### config.mk
export PLATFORM = sky130hd
export DESIGN_NAME = xint_ctrl
export DESIGN_NICKNAME = d
export VERILOG_FILES = /design/src/rtl/xint_pkg.sv /design/src/rtl/xint_sync.sv /design/src/rtl/xint_detect.sv /design/src/rtl/xint_regs.sv /design/src/rtl/xint_ctrl.sv
export SDC_FILE = /design/constraint.sdc
export NUM_CORES = 1
export LEC_CHECK = 0
export BUFFER_PORTS_ARGS = -buffer_cell sky130_fd_sc_hd__buf_4
export CORE_MARGIN = 2
export CORE_UTILIZATION = 62
export CTS_BUF_LIST = sky130_fd_sc_hd__clkbuf_8
export CTS_CLUSTER_DIAMETER = 30
export DETAILED_ROUTE_END_ITERATION = 8
export PLACE_DENSITY = 0.89
export SETUP_SLACK_MARGIN = 0.2
export SYNTH_ARGS = -nofsm -noshare
export SYNTH_HDL_FRONTEND = slang
export SYNTH_SLANG_ARGS = --single-unit
### constraint.sdc
create_clock -name clk -period 4.9 [get_ports clk]
set_clock_uncertainty 0.05 [all_clocks]
set_input_delay 0.245 -clock clk [delete_from_list [all_inputs] [get_ports clk]]
set_output_delay 0.245 -clock clk [all_outputs]
set_load 0.1 [all_outputs]
### src/rtl/xint_pkg.sv
package xint_pkg;
  localparam int ADDR_W = 8;
  localparam int DATA_W = 32;

  localparam logic [ADDR_W-1:0] OFS_EN_SET = 8'h00;
  localparam logic [ADDR_W-1:0] OFS_EN_CLR = 8'h04;
  localparam logic [ADDR_W-1:0] OFS_EN_RD  = 8'h08;
  localparam logic [ADDR_W-1:0] OFS_STAT   = 8'h0C;
  localparam logic [ADDR_W-1:0] OFS_ST_CLR = 8'h10;
  localparam logic [ADDR_W-1:0] OFS_MODE   = 8'h14;
  localparam logic [ADDR_W-1:0] OFS_EDGE   = 8'h18;
  localparam logic [ADDR_W-1:0] OFS_LEVEL  = 8'h1C;
  localparam logic [ADDR_W-1:0] OFS_NMI    = 8'h24;

  typedef enum logic [1:0] {
    SENSE_LVL_LO = 2'b10,
    SENSE_LVL_HI = 2'b11,
    SENSE_FALL   = 2'b00,
    SENSE_RISE   = 2'b01
  } sense_e;
endpackage

### src/rtl/xint_sync.sv
module xint_sync #(
  parameter int WIDTH = 8
) (
  input  logic             clk,
  input  logic             rst,
  input  logic [WIDTH-1:0] async_in,
  output logic [WIDTH-1:0] sync_out
);
  logic [WIDTH-1:0] meta_q;

  always_ff @(posedge clk) begin
    if (rst) begin
      meta_q   <= '0;
      sync_out <= '0;
    end else begin
      meta_q   <= async_in;
      sync_out <= meta_q;
    end
  end
endmodule

### src/rtl/xint_detect.sv
module xint_detect
  import xint_pkg::*;
#(
  parameter int NUM_LINES = 12
) (
  input  logic                 clk,
  input  logic                 rst,
  input  logic [NUM_LINES-1:0] sync_in,
  input  logic [NUM_LINES-1:0] mode_lvl,
  input  logic [NUM_LINES-1:0] edge_pol,
  input  logic [NUM_LINES-1:0] lvl_pol,
  input  logic [NUM_LINES-1:0] clr_vec,
  output logic [NUM_LINES-1:0] status
);
  logic [NUM_LINES-1:0] prev_q;
  logic [NUM_LINES-1:0] edge_evt;
  logic [NUM_LINES-1:0] lvl_act;

  always_ff @(posedge clk) begin
    if (rst) prev_q <= '0;
    else     prev_q <= sync_in;
  end

  for (genvar g = 0; g < NUM_LINES; g++) begin : g_line
    sense_e sense;
    assign sense = sense_e'({mode_lvl[g], mode_lvl[g] ? lvl_pol[g] : edge_pol[g]});

    always_comb begin
      edge_evt[g] = 1'b0;
      lvl_act[g]  = 1'b0;
      unique case (sense)
        SENSE_RISE:   edge_evt[g] = sync_in[g] & ~prev_q[g];
        SENSE_FALL:   edge_evt[g] = ~sync_in[g] & prev_q[g];
        SENSE_LVL_HI: lvl_act[g]  = sync_in[g];
        SENSE_LVL_LO: lvl_act[g]  = ~sync_in[g];
        default:      ;
      endcase
    end

    // edge events outrank a clear; level activity yields to it for one cycle
    always_ff @(posedge clk) begin
      if (rst) status[g] <= 1'b0;
      else     status[g] <= ((status[g] | lvl_act[g]) & ~clr_vec[g]) | edge_evt[g];
    end
  end

  AST_EDGE_BEATS_CLR: assert property (@(posedge clk) disable iff (rst)
    ((edge_evt & clr_vec) != '0) |=> ((status & $past(edge_evt & clr_vec)) == $past(edge_evt & clr_vec)));
  AST_LATCH_HOLD: assert property (@(posedge clk) disable iff (rst)
    1'b1 |=> ((status & ($past(status) & ~$past(clr_vec))) == ($past(status) & ~$past(clr_vec))));
endmodule

### src/rtl/xint_regs.sv
module xint_regs
  import xint_pkg::*;
#(
  parameter int NUM_LINES = 12
) (
  input  logic                 clk,
  input  logic                 rst,
  input  logic                 bus_sel,
  input  logic                 bus_wr,
  input  logic [ADDR_W-1:0]    bus_addr,
  input  logic [DATA_W-1:0]    bus_wdata,
  output logic [DATA_W-1:0]    bus_rdata,
  input  logic [NUM_LINES-1:0] status,
  output logic [NUM_LINES-1:0] en_vec,
  output logic [NUM_LINES-1:0] mode_vec,
  output logic [NUM_LINES-1:0] edge_vec,
  output logic [NUM_LINES-1:0] lvl_vec,
  output logic [NUM_LINES-1:0] clr_vec,
  output logic                 nmi_en
);
  localparam logic [DATA_W-1:0] IMPL = DATA_W'((64'd1 << NUM_LINES) - 64'd1);

  logic [DATA_W-1:0] en_q, mode_q, edge_q, lvl_q, wmask, stat_w;
  logic              wr_hit, rd_hit;

  assign wr_hit = bus_sel & bus_wr;
  assign rd_hit = bus_sel & ~bus_wr;
  assign wmask  = bus_wdata & IMPL;
  assign stat_w = DATA_W'(status);

  always_ff @(posedge clk) begin
    if (rst) begin
      en_q   <= '0;
      mode_q <= IMPL;
      edge_q <= '0;
      lvl_q  <= '0;
      nmi_en <= 1'b0;
    end else if (wr_hit) begin
      unique case (bus_addr)
        OFS_EN_SET: en_q   <= en_q | wmask;
        OFS_EN_CLR: en_q   <= en_q & ~wmask;
        OFS_MODE:   mode_q <= wmask;
        OFS_EDGE:   edge_q <= wmask;
        OFS_LEVEL:  lvl_q  <= wmask;
        OFS_NMI:    nmi_en <= bus_wdata[0];
        default:    ;
      endcase
    end
  end

  always_ff @(posedge clk) begin
    if (rst) bus_rdata <= '0;
    else if (rd_hit) begin
      unique case (bus_addr)
        OFS_EN_RD: bus_rdata <= en_q;
        OFS_STAT:  bus_rdata <= stat_w;
        OFS_MODE:  bus_rdata <= mode_q;
        OFS_EDGE:  bus_rdata <= edge_q;
        OFS_LEVEL: bus_rdata <= lvl_q;
        OFS_NMI:   bus_rdata <= {{(DATA_W-1){1'b0}}, nmi_en};
        default:   bus_rdata <= '0;
      endcase
    end
  end

  assign clr_vec  = (wr_hit && bus_addr == OFS_ST_CLR) ? bus_wdata[NUM_LINES-1:0] : '0;
  assign en_vec   = en_q[NUM_LINES-1:0];
  assign mode_vec = mode_q[NUM_LINES-1:0];
  assign edge_vec = edge_q[NUM_LINES-1:0];
  assign lvl_vec  = lvl_q[NUM_LINES-1:0];

  AST_EN_SET_ONES: assert property (@(posedge clk) disable iff (rst)
    (wr_hit && bus_addr == OFS_EN_SET) |=> ((en_vec & $past(bus_wdata[NUM_LINES-1:0])) == $past(bus_wdata[NUM_LINES-1:0])));
  AST_EN_CLR_ONES: assert property (@(posedge clk) disable iff (rst)
    (wr_hit && bus_addr == OFS_EN_CLR) |=> ((en_vec & $past(bus_wdata[NUM_LINES-1:0])) == '0));
  AST_MODE_UPPER_ZERO: assert property (@(posedge clk) disable iff (rst)
    (rd_hit && bus_addr == OFS_MODE) |=> ((bus_rdata & ~IMPL) == '0));
endmodule

### src/rtl/xint_ctrl.sv
module xint_ctrl
  import xint_pkg::*;
#(
  parameter int NUM_LINES = 12
) (
  input  logic                 clk,
  input  logic                 rst,
  input  logic                 bus_sel,
  input  logic                 bus_wr,
  input  logic [7:0]           bus_addr,
  input  logic [31:0]          bus_wdata,
  output logic [31:0]          bus_rdata,
  input  logic [NUM_LINES-1:0] ext_in,
  output logic                 irq_out,
  output logic                 nmi_out
);
  logic [NUM_LINES-1:0] sync_v, status, en_v, mode_v, edge_v, lvl_v, clr_v;
  logic                 nmi_en;

  xint_sync #(.WIDTH(NUM_LINES)) u_sync (
    .clk(clk), .rst(rst), .async_in(ext_in), .sync_out(sync_v)
  );

  xint_detect #(.NUM_LINES(NUM_LINES)) u_detect (
    .clk(clk), .rst(rst), .sync_in(sync_v), .mode_lvl(mode_v),
    .edge_pol(edge_v), .lvl_pol(lvl_v), .clr_vec(clr_v), .status(status)
  );

  xint_regs #(.NUM_LINES(NUM_LINES)) u_regs (
    .clk(clk), .rst(rst), .bus_sel(bus_sel), .bus_wr(bus_wr),
    .bus_addr(bus_addr), .bus_wdata(bus_wdata), .bus_rdata(bus_rdata),
    .status(status), .en_vec(en_v), .mode_vec(mode_v), .edge_vec(edge_v),
    .lvl_vec(lvl_v), .clr_vec(clr_v), .nmi_en(nmi_en)
  );

  always_ff @(posedge clk) begin
    if (rst) begin
      irq_out <= 1'b0;
      nmi_out <= 1'b0;
    end else begin
      irq_out <= |(status & en_v);
      nmi_out <= nmi_en & status[0];
    end
  end

  AST_IRQ_TRACKS: assert property (@(posedge clk) disable iff (rst)
    1'b1 |=> (irq_out == $past(|(status & en_v))));
  AST_NMI_GATED: assert property (@(posedge clk) disable iff (rst)
    nmi_out |-> ($past(nmi_en) && $past(status[0])));
endmodule

==> results of run 1 <==
report_power, final:
| group | internal (mW) | switching, mW | total (mW) | leakage, nW |
|---|---|---|---|---|
| sequential | 0.921 | 0.0144 | 0.935 | 0.905 |
| combinational | 0.0525 | 0.130 | 0.183 | 1.06 |
| clock | 0.284 | 0.297 | 0.581 | 0.107 |
| total | 1.26 | 0.441 | 1.70 | 2.07 |
logic make-up after synthesis:
| family | Yosys count |
|---|---|
| flops | 111 |
| simple gates | 204 |
| compound gates | 106 |
| buf+inv | 52 |
| xor+xnor | 12 |
| other cells | 1 |
| mux | 37 |
metal layers:
| metal | part of all wire [%] | wire, µm | GRT usage [%] | vias up |
|---|---|---|---|---|
| met5 | 0 | 0 | 0 | - |
| met2 | 47 | 5206 | 41.31 | 186 |
| met1 | 43 | 4809 | 32.37 | 1886 |
| met4 | 2.5 | 278 | 12.13 | 0 |
| li1 | - | - | - | 1880 |
| met3 | 8.0 | 897 | 7.252 | 22 |
stage by stage:
step | total power, mW | hold WS (ns) | utilization [%]
after floorplan | 1.097 | 0.3158 | -
after CTS | 1.702 | 0.02300 | 71.03
after detailed placement | 1.137 | 0.3739 | 68.33
final | 1.699 | 0.02888 | 71.03
after global routing | 1.751 | 0.02271 | 71.03
after global placement | 1.133 | 0.3671 | 68.33
worst paths after layout:
| kind | startpoint | end | slack (ns) | depth (start not counted) |
|---|---|---|---|---|
| min reg2reg | u_sync.meta_q[10] | u_sync.sync_out[10] | 0.39 | 1 |
| max reg2reg | u_detect.status[11] | irq_out | 3.67 | 3 |
| max | bus_addr[7] | u_regs.mode_q[5] | 2.66 | 5 |
| min | ext_in[8] | u_sync.meta_q[8] | 0.03 | 2 |
synthesized netlist by cell type (all sizes together) (2+ instances only):
library cell and count:
dfxtp 111, nor2 54, nand2 41, nor2b 41, a21oi 37, mux2i 37, buf 26, clkbuf 25
nand3b 24, a22oi 21, a22o 16, nand4b 13, nand3 12, o21ba 12, xnor2 12, o221ai 10
nor4b 5, a221oi 3, nor3b 3, and3b 2, nand4 2, nor4bb 2, o211ai 2
critical path, delay by kind of cell:
family / cells / cell delay (ns)
AND/OR/NAND/NOR: 4 / 2.06
buffers and inverters: 1 / 0.14
final cells by class:
class	instances	share of cell area [%]
Multi-Input combinational cell	379	46.07
Timing Repair Buffer	53	7.249
Tap cell	102	2.325
Clock inverter	6	1.550
Inverter	1	0.06838
Sequential cell	111	40.48
Clock buffer	9	2.257
==> metrics.txt, run 1 <==
outcome=completed; area leader, netlist=dfxtp_1; post-synth top area share=44.97%; TritonCTS clock tree=built; Final HPWL DP=7240 µm; Final min period=2.240 ns; Syn Area/Cell=9.447 µm²; CTS root buf=clkbuf_8; post-route cell area=0.005489 mm²; Post-Syn Area=0.004941 mm²; vias in the first global route=3723; pwr dens=309.6 mW/mm²; fillers=576; post-synthesis adder-cell area fraction=0%; post-CTS resize count=0; total CTS buffers=9; Total GRT Usage=25.87%; Die ar.=0.008699 mm²; IO buf count=49; IO Count=90; top post-synthesis cells by area=dfxtp_1 45%, mux2i_1 7.5%, nor2b_1 5.2%, nor2_1 4.1%, a21oi_1 3.7%; routed vias=3974; register bit total from synthesis=111; unrepaired setup endpoints after global routing=false; Multi-input gate area=0.002529 mm²; maximum clock insertion buffer count=2; DR pass1 iterations=5; Final Non-Filler Cells=661; slew margin rel.=28.18%; Post-Synth XOR/XNOR Area=2.127%; Rows=32; DRT iter0 DRCs=362; Max Cap Viol=0; nets=611; Most used DFF post-synth=dfxtp_1; drt total wl=11190 µm; Final ANT Viol Nets=0; register area share after synthesis=44.97%; Die Width=93.27 µm; Post-CTS Hold Buffers=0; initial antenna violation count=0; critical-path cell with the highest stage delay=nor4b_4; Initial Util=63.94%; most common cell after layout, fill and taps aside=dfxtp_1; worst-case vdd ir drop=0.1505 mV; Worst-Skew Late Latency=0.37 ns; Compound-Gate Fraction of Synth Area=15.62%; synth warn=0; number of distinct library cells after synthesis=43; first-pass GRT wire length=17740 µm; residual DRC count=0; Synth Instances=523; crit path max fanout=15; final hold vios=0; CP Data Required Time=5.10 ns; Pleak=2.074 nW; post-synthesis mux area share=7.496%; Area growth syn-to-layout=11.09%; Max Clk Rate=446.4 MHz; Simple-Gate Fraction of Synth Area=23.80%; GPL Wtd Cong=0.8921; commonest cells after routing, fill and taps aside=111 x dfxtp_1, 54 x nor2_1, 53 x buf_4, 41 x nand2_1, 41 x nor2b_1; die height=93.27 µm; Final Cycle Share=45.71%; crit-path max cell delay=0.86 ns; critical-path cell list=buf_4 -> nor4b_4 -> nand4_1 -> nand2_1 -> nand3b_1; worst slack at placement=2.327 ns; layout cells sized above 1=15.21%; # diodes=0; Placement Cell Area=0.005280 mm²; core box area=0.007727 mm²; EDFF count, synth=0; Worst Path Arrival=2.44 ns; Hold Crit Class=input port to flip-flop; DR vias/cell=6.012; actual slew at the worst max-slew pin=1.076 ns; clk slew on worst S/H paths=0.10 ns; Slew Limit Fails=0; largest net degree at the start of global routing=103; placed insts=646; endpoint class of the critical path=flip-flop; Setup Buffers After CTS=0; WL per Instance=16.93 µm; H-tree depth=3; FF/Latch Area=0.002222 mm²; # setup viols final=0; Crit Path Category=input port to flip-flop; # clock sinks=111; Overflow after GRT=0; largest family of logic cells by synthesized area=simple AND/OR/NAND/NOR gates; setup TNS=0 ns; crit start category=input port; Post-synth ARST share=0%; Final WS setup=2.660 ns
No activity file was read; power rests on OpenSTA's default activity.
==> inputs of run 2 (changes only) <==
- CORE_UTILIZATION: 62 -> 52
- PLACE_DENSITY: 0.89 -> 0.79
- clock period: 4.9 -> 1.8 ns (I/O delays scaled with it)
==> metrics.txt, run 2 (same netlist as run 1, synthesis figures left out) <==
outcome=completed; Max Clk Rate=721.9 MHz; largest net degree at the start of global routing=87 (-16%); Hold Path Stages=4 (+2); routed vias=4120 (+3.7%); Slew Limit Fails=0 (unchanged); sequential fraction of design power=56.6% (+1.6 points); worst slack at placement=0.02138 ns (-2.306 ns); H-tree depth=3 (unchanged); DR vias/cell=5.605 (-6.8%); pwr dens=760.1 mW/mm² (+150%); WL per Instance=16.06 µm (-5.1%); residual DRC count=0 (unchanged); fillers=765 (+33%); commonest cells after routing, fill and taps aside=111 x dfxtp_1, 71 x buf_4, 53 x nor2_1, 41 x nand2_1, 41 x nor2b_1; # setup viols final=0 (unchanged); first-pass GRT wire length=19020 µm (+7.2%); TritonCTS clock tree=built; layout cells sized above 1=17.82% (+2.6 points); IO buf count=49 (unchanged); Register-to-Register Setup Slack=0.57 ns (-3.10 ns); unrepaired setup endpoints after global routing=false; CTS root buf=clkbuf_8; P_sw=1.279 mW (+190%); actual slew at the worst max-slew pin=0.9021 ns (-0.1740 ns); Int Pwr=3.222 mW (+160%); clk slew on worst S/H paths=0.10 ns (about the same); post-route cell area=0.005922 mm² (+7.9%); Final HPWL DP=7770 µm (+7.3%); startpoint of the worst setup timing path=bus_addr[6]; worst-case vdd ir drop=0.4262 mV (+180%); most common cell after layout, fill and taps aside=dfxtp_1; total CTS buffers=9 (unchanged); Worst Path Arrival=1.60 ns (-0.84 ns); Placement Cell Area=0.005480 mm² (+3.8%); Die ar.=0.01030 mm² (+18%); Area growth syn-to-layout=19.85%; die height=101.5 µm (+8.8%); FF/Latch Area=0.002222 mm² (unchanged); reg-to-reg endpoint=u_regs.bus_rdata[0]; Worst Setup EP=u_regs.edge_q[11]; r2r startpoint=u_regs.edge_q[0]; setup TNS=0 ns (unchanged); Initial Util=53.47% (-10 points); final hold vios=0 (unchanged); Final ANT Viol Nets=0 (unchanged); crit path max fanout=7 (-8); initial antenna violation count=0 (unchanged); Final Cycle Share=76.96%; DR pass1 iterations=5 (unchanged); drt total wl=11810 µm (+5.5%); crit start category=input port; Worst Reg2Reg Path Length in Cells=3 (unchanged); vias in the first global route=3813 (+2.4%); Rows=35 (+9.4%); Hold Crit Class=input port to flip-flop; Crit Path Category=input port to flip-flop; Overflow after GRT=0 (unchanged); Setup Buffers After CTS=0 (unchanged); Multi-input gate area=0.002522 mm² (-0.25%); IO Count=90 (unchanged); Die Width=101.5 µm (+8.8%); Final min period=1.385 ns; slew margin rel.=39.74% (+12 points); # clock sinks=111 (unchanged); Combinational Power Share=12.4% (+1.6 points); Worst-Skew Late Latency=0.38 ns (about the same); switching share of power=28.42% (+2.4 points); Final WS setup=0.4148 ns (-2.245 ns); DRT iter0 DRCs=349 (-3.6%); nets=657 (+7.5%); Max Cap Viol=0 (unchanged); clock network fraction of total power=31.0% (-3.2 points); # diodes=0 (unchanged); Total GRT Usage=23.55% (-2.3 points); GPL Wtd Cong=0.8674 (-2.8%); maximum clock insertion buffer count=2 (unchanged); CP Data Required Time=2.02 ns (-3.08 ns); endpoint class of the critical path=flip-flop; core box area=0.009240 mm² (+20%); post-layout util=64.09% (-6.9 points); Pleak=2.272 nW (+9.5%)
-- run 2: cell type report --
class / instances / share of cell area (%)
clock inverter: 7 / 0.9296
sequential: 111 / 37.52
inverter: 1 / 0.06338
multi-input combinational: 379 / 42.59
tap: 129 / 2.726
timing repair buffer: 99 / 14.07
clock buffer: 9 / 2.092
-- run 2: metrics by stage --
stage / power, mW / std cells / hold slack (ns)
2_1_floorplan: 2.986 / 542 / 0.1608
3_3_place_gp: 3.101 / 693 / 0.2482
3_5_place_dp: 3.110 / 693 / 0.2547
4_1_cts: 4.527 / 735 / 0.01861
5_1_grt: 4.675 / 735 / 0.04469
6_report: 4.501 / 735 / 0.03845
-- run 2: worst max-delay path: stages --
cell and delay, ns:
buf_4 0.14, or4b_4 0.60, nor3b_4 0.25, buf_4 0.24, mux2i_1 0.22, nor2_1 0.05
-- run 2: how the worst min path moves through the flow --
stage	start	endpoint	slack [ns]
floorplan	bus_wdata[0]	u_regs.mode_q[0]	0.16
global placement	ext_in[4]	u_sync.meta_q[4]	0.25
detailed placement	ext_in[10]	u_sync.meta_q[10]	0.25
CTS	bus_wr	u_regs.bus_rdata[0]	0.02
global route	bus_wr	u_regs.bus_rdata[0]	0.04
finish	bus_wr	u_regs.bus_rdata[0]	0.04
-- run 2: power by group through the flow --
stage	combinational, mW	sequential [mW]	clock [mW]
floorplan	0.387	2.60	0
global placement	0.500	2.60	0
detailed placement	0.508	2.60	0
CTS	0.553	2.55	1.43
global route	0.590	2.55	1.53
finish	0.559	2.55	1.40
-- run 2: routing by layer --
layer  global-route usage [%]  up-vias  share of wire, %
met5                        0        -                 0
met4                    10.40        0               2.7
met3                    3.865       26               7.5
met2                    37.34      195                47
met1                    31.76     1921                43
li1                         -     1978                 -
-- run 2: what timing repair did --
item | CTS | global route
endpoints found under the setup margin | 0 | 1
endpoints found under the hold margin | 53 | 0
resized for setup | 0 | 1
hold buffers | 26 | 0
==> inputs of run 3 (changes only) <==
- ABC_AREA: not set -> 1
- clock period: 1.8 -> 1.2 ns (I/O delays scaled with it)
==> metrics.txt, run 3 <==
outcome=completed; Area growth syn-to-layout=34.21%; worst slack at placement=-0.1135 ns (-0.1349 ns); DR vias/cell=5.502 (-1.8%); worst-case vdd ir drop=0.5566 mV (+31%); Worst Reg2Reg Path Length in Cells=6 (+3); vias in the first global route=4431 (+16%); drt total wl=13730 µm (+16%); Most used DFF post-synth=dfxtp_1; Post-synth ARST share=0% (unchanged); WL per Instance=15.43 µm (-4.0%); IO buf count=49 (unchanged); total CTS buffers=9 (unchanged); area leader, netlist=dfxtp_1; residual DRC count=0 (unchanged); Slew Limit Fails=0 (unchanged); Final WS setup=0.09248 ns (-0.3223 ns); number of distinct library cells after synthesis=28 (-35%); WHS=0.01910 ns (-0.01935 ns); H-tree depth=3 (unchanged); commonest cells after routing, fill and taps aside=71 x nand3_1, 69 x a21oi_1, 67 x nor2_1, 63 x inv_1, 61 x dfxtp_1; first-pass GRT wire length=20730 µm (+9.0%); endpoint class of the critical path=flip-flop; P_sw=2.028 mW (+59%); sequential fraction of design power=55.0% (-1.6 points); Final ANT Viol Nets=0 (unchanged); placed insts=834 (+20%); nets=812 (+24%); most frequent cell after synthesis=dfxtp_1; min-delay src=bus_addr[4]; CP Data Required Time=1.42 ns (-0.60 ns); Hold Path Stages=4 (unchanged); register bit total from synthesis=111 (unchanged); synth warn=0 (unchanged); crit start category=flip-flop; top post-synthesis cells by area=dfxtp_1 45%, a21oi_1 7.5%, nand3_1 7.3%, inv_1 6.2%, nor2_1 5.4%; initial antenna violation count=0 (unchanged); # setup viols final=0 (unchanged); crit path max fanout=2 (-5); Int Pwr=4.893 mW (+52%); post-synth top area share=44.87% (-0.10 points); Worst-Skew Late Latency=0.38 ns (about the same); Synth Instances=664 (+27%); Initial Util=53.60% (+0.12 points); TritonCTS clock tree=built; FF/Latch Area=0.002297 mm² (+3.4%); unrepaired setup endpoints after global routing=true; Worst Path Arrival=1.32 ns (-0.28 ns); Die ar.=0.01032 mm² (+0.23%); die height=101.6 µm (+0.11%); commonest cells in the netlist=111 x dfxtp_1, 82 x inv_1, 74 x a21oi_1, 72 x nand3_1, 71 x nor2_1; CTS root buf=clkbuf_8; final hold vios=0 (unchanged); clock network fraction of total power=31.8% (+0.8 points); Register-to-Register Setup Slack=0.09 ns (-0.48 ns); Final Non-Filler Cells=890 (+21%); switching share of power=29.30% (+0.88 points); Crit Path Category=flip-flop to flip-flop; Final min period=1.108 ns; Rows=35 (unchanged); Final HPWL DP=7952 µm (+2.3%); fillers=697 (-8.9%); largest net degree at the start of global routing=64 (-26%); IO Count=90 (unchanged); most common cell after layout, fill and taps aside=nand3_1; register area share after synthesis=44.87% (-0.10 points); Combinational Power Share=13.3% (+0.9 points); reg-to-reg endpoint=irq_out; # clock sinks=111 (unchanged); Hold Crit Class=input port to flip-flop; Min-Delay Endpoint=u_regs.nmi_en; routed vias=4897 (+19%); Max Cap Viol=0 (unchanged); Multi-input gate area=0.002313 mm² (-8.3%); DR pass1 iterations=5 (unchanged); Final Cycle Share=92.29%; Die Width=101.6 µm (+0.11%); Syn Area/Cell=7.458 µm² (-21%); pwr dens=1041 mW/mm² (+37%); DRT iter0 DRCs=435 (+25%); Post-Syn Area=0.004952 mm² (+0.23%); Pleak=2.909 nW (+28%); clk slew on worst S/H paths=0.11 ns (about the same); GPL Wtd Cong=0.8265 (-4.7%); Overflow after GRT=0 (unchanged); layout cells sized above 1=30.62% (+13 points); Max Clk Rate=902.9 MHz; core box area=0.009240 mm² (unchanged); Total GRT Usage=25.15% (+1.6 points); maximum clock insertion buffer count=2 (unchanged); # diodes=0 (unchanged); EDFF count, synth=0 (unchanged); r2r startpoint=u_detect.status[0]
==> run 3: changes by cell type in the layout (fill, tap and decap cells not counted), moves of 21 or more <==
cell	before	now
inv_1	1	63
nand3_1	12	71
dfxtp_1	111	61
dfxtp_2	0	45
o21ai_1	0	43
nor2b_1	41	0
mux2i_1	37	0
a21oi_1	37	69
o21ai_0	1	30
nand3b_1	24	0
buf_12	2	25
a22oi_1	21	0
==> run 3: timing repair <==
| item | 4_1_cts | 5_1_grt |
|---|---|---|
| gates resized for setup | 60 | 93 |
| gates cloned | 0 | 5 |
| pin swaps | 4 | 23 |
| hold endpoints to repair | 46 | 0 |
| hold buffers | 26 | 0 |
| setup endpoints to repair | 21 | 39 |
| setup buffers | 5 | 4 |
==> run 3: critical path, stage by stage (launching register included) <==
cell	delay (ns)
dfxtp_2	0.34
nand2_1	0.06
nand2_1	0.07
a221oi_2	0.21
nand2_1	0.10
nor2_2	0.12
nor2_2	0.05
==> run 3: per-stage QoR <==
stage	util [%]	total power, mW	cell area [µm²]	TNS [ns]
floorplan	-	4.484	5116	0
global placement	61.22	4.653	5657	-1.702
detailed placement	61.22	4.667	5657	-4.244
CTS	68.71	6.856	6349	0
global route	71.93	7.146	6646	0
finish	71.93	6.921	6646	0
==> run 3: kinds of logic (layout without fill, tap and decap cells) <==
| logic type | after synthesis | after routing | share of synthesized area [%] |
|---|---|---|---|
| buffers and inverters | 136 | 214 | 12.63 |
| flip-flops | 111 | 111 | 44.87 |
| AO/OA/AOI/OAI | 183 | 183 | 21.05 |
| other | 1 | 20 | 0.07572 |
| AND/OR/NAND/NOR | 233 | 233 | 21.37 |
==> run 3: how the worst max path moves through the flow <==
stage | startpoint | endpoint | slack, ns | cells after the start
final | u_detect.status[0] | irq_out | 0.09 | 6
after detailed placement | bus_addr[0] | u_regs.mode_q[6] | -0.11 | 10
after CTS | u_detect.status[0] | irq_out | 0.12 | 6
after global placement | bus_addr[0] | u_regs.mode_q[5] | -0.08 | 10
after floorplan | bus_addr[7] | u_regs.mode_q[1] | 0.14 | 9
after global routing | u_detect.status[0] | irq_out | 0.04 | 6
==> run 3: area by class of cell <==
class,instances,area share [%]
clock inverter,6,0.7718
inverter,83,5.177
timing repair buffer,115,20.18
sequential,111,34.56
clock buffer,10,2.071
tap,129,2.428
multi-input combinational,436,34.81
==> run 3: routing by layer <==
metal / GRT usage [%] / share of wire (%) / vias up
met5: 0 / 0 / -
met4: 10.50 / 2.4 / 0
met3: 4.210 / 9.7 / 29
met2: 41.70 / 48 / 294
met1: 32.47 / 40 / 2243
li1: - / - / 2331
==> run 3: power by group through the flow <==
stage                     Clock [mW]  Sequential (mW)  Combinational, mW
after floorplan                    0             3.89              0.590
after global placement             0             3.88              0.768
after detailed placement           0             3.89              0.780
after CTS                       2.20             3.79              0.861
after global routing            2.36             3.81              0.974
final                           2.20             3.80              0.917
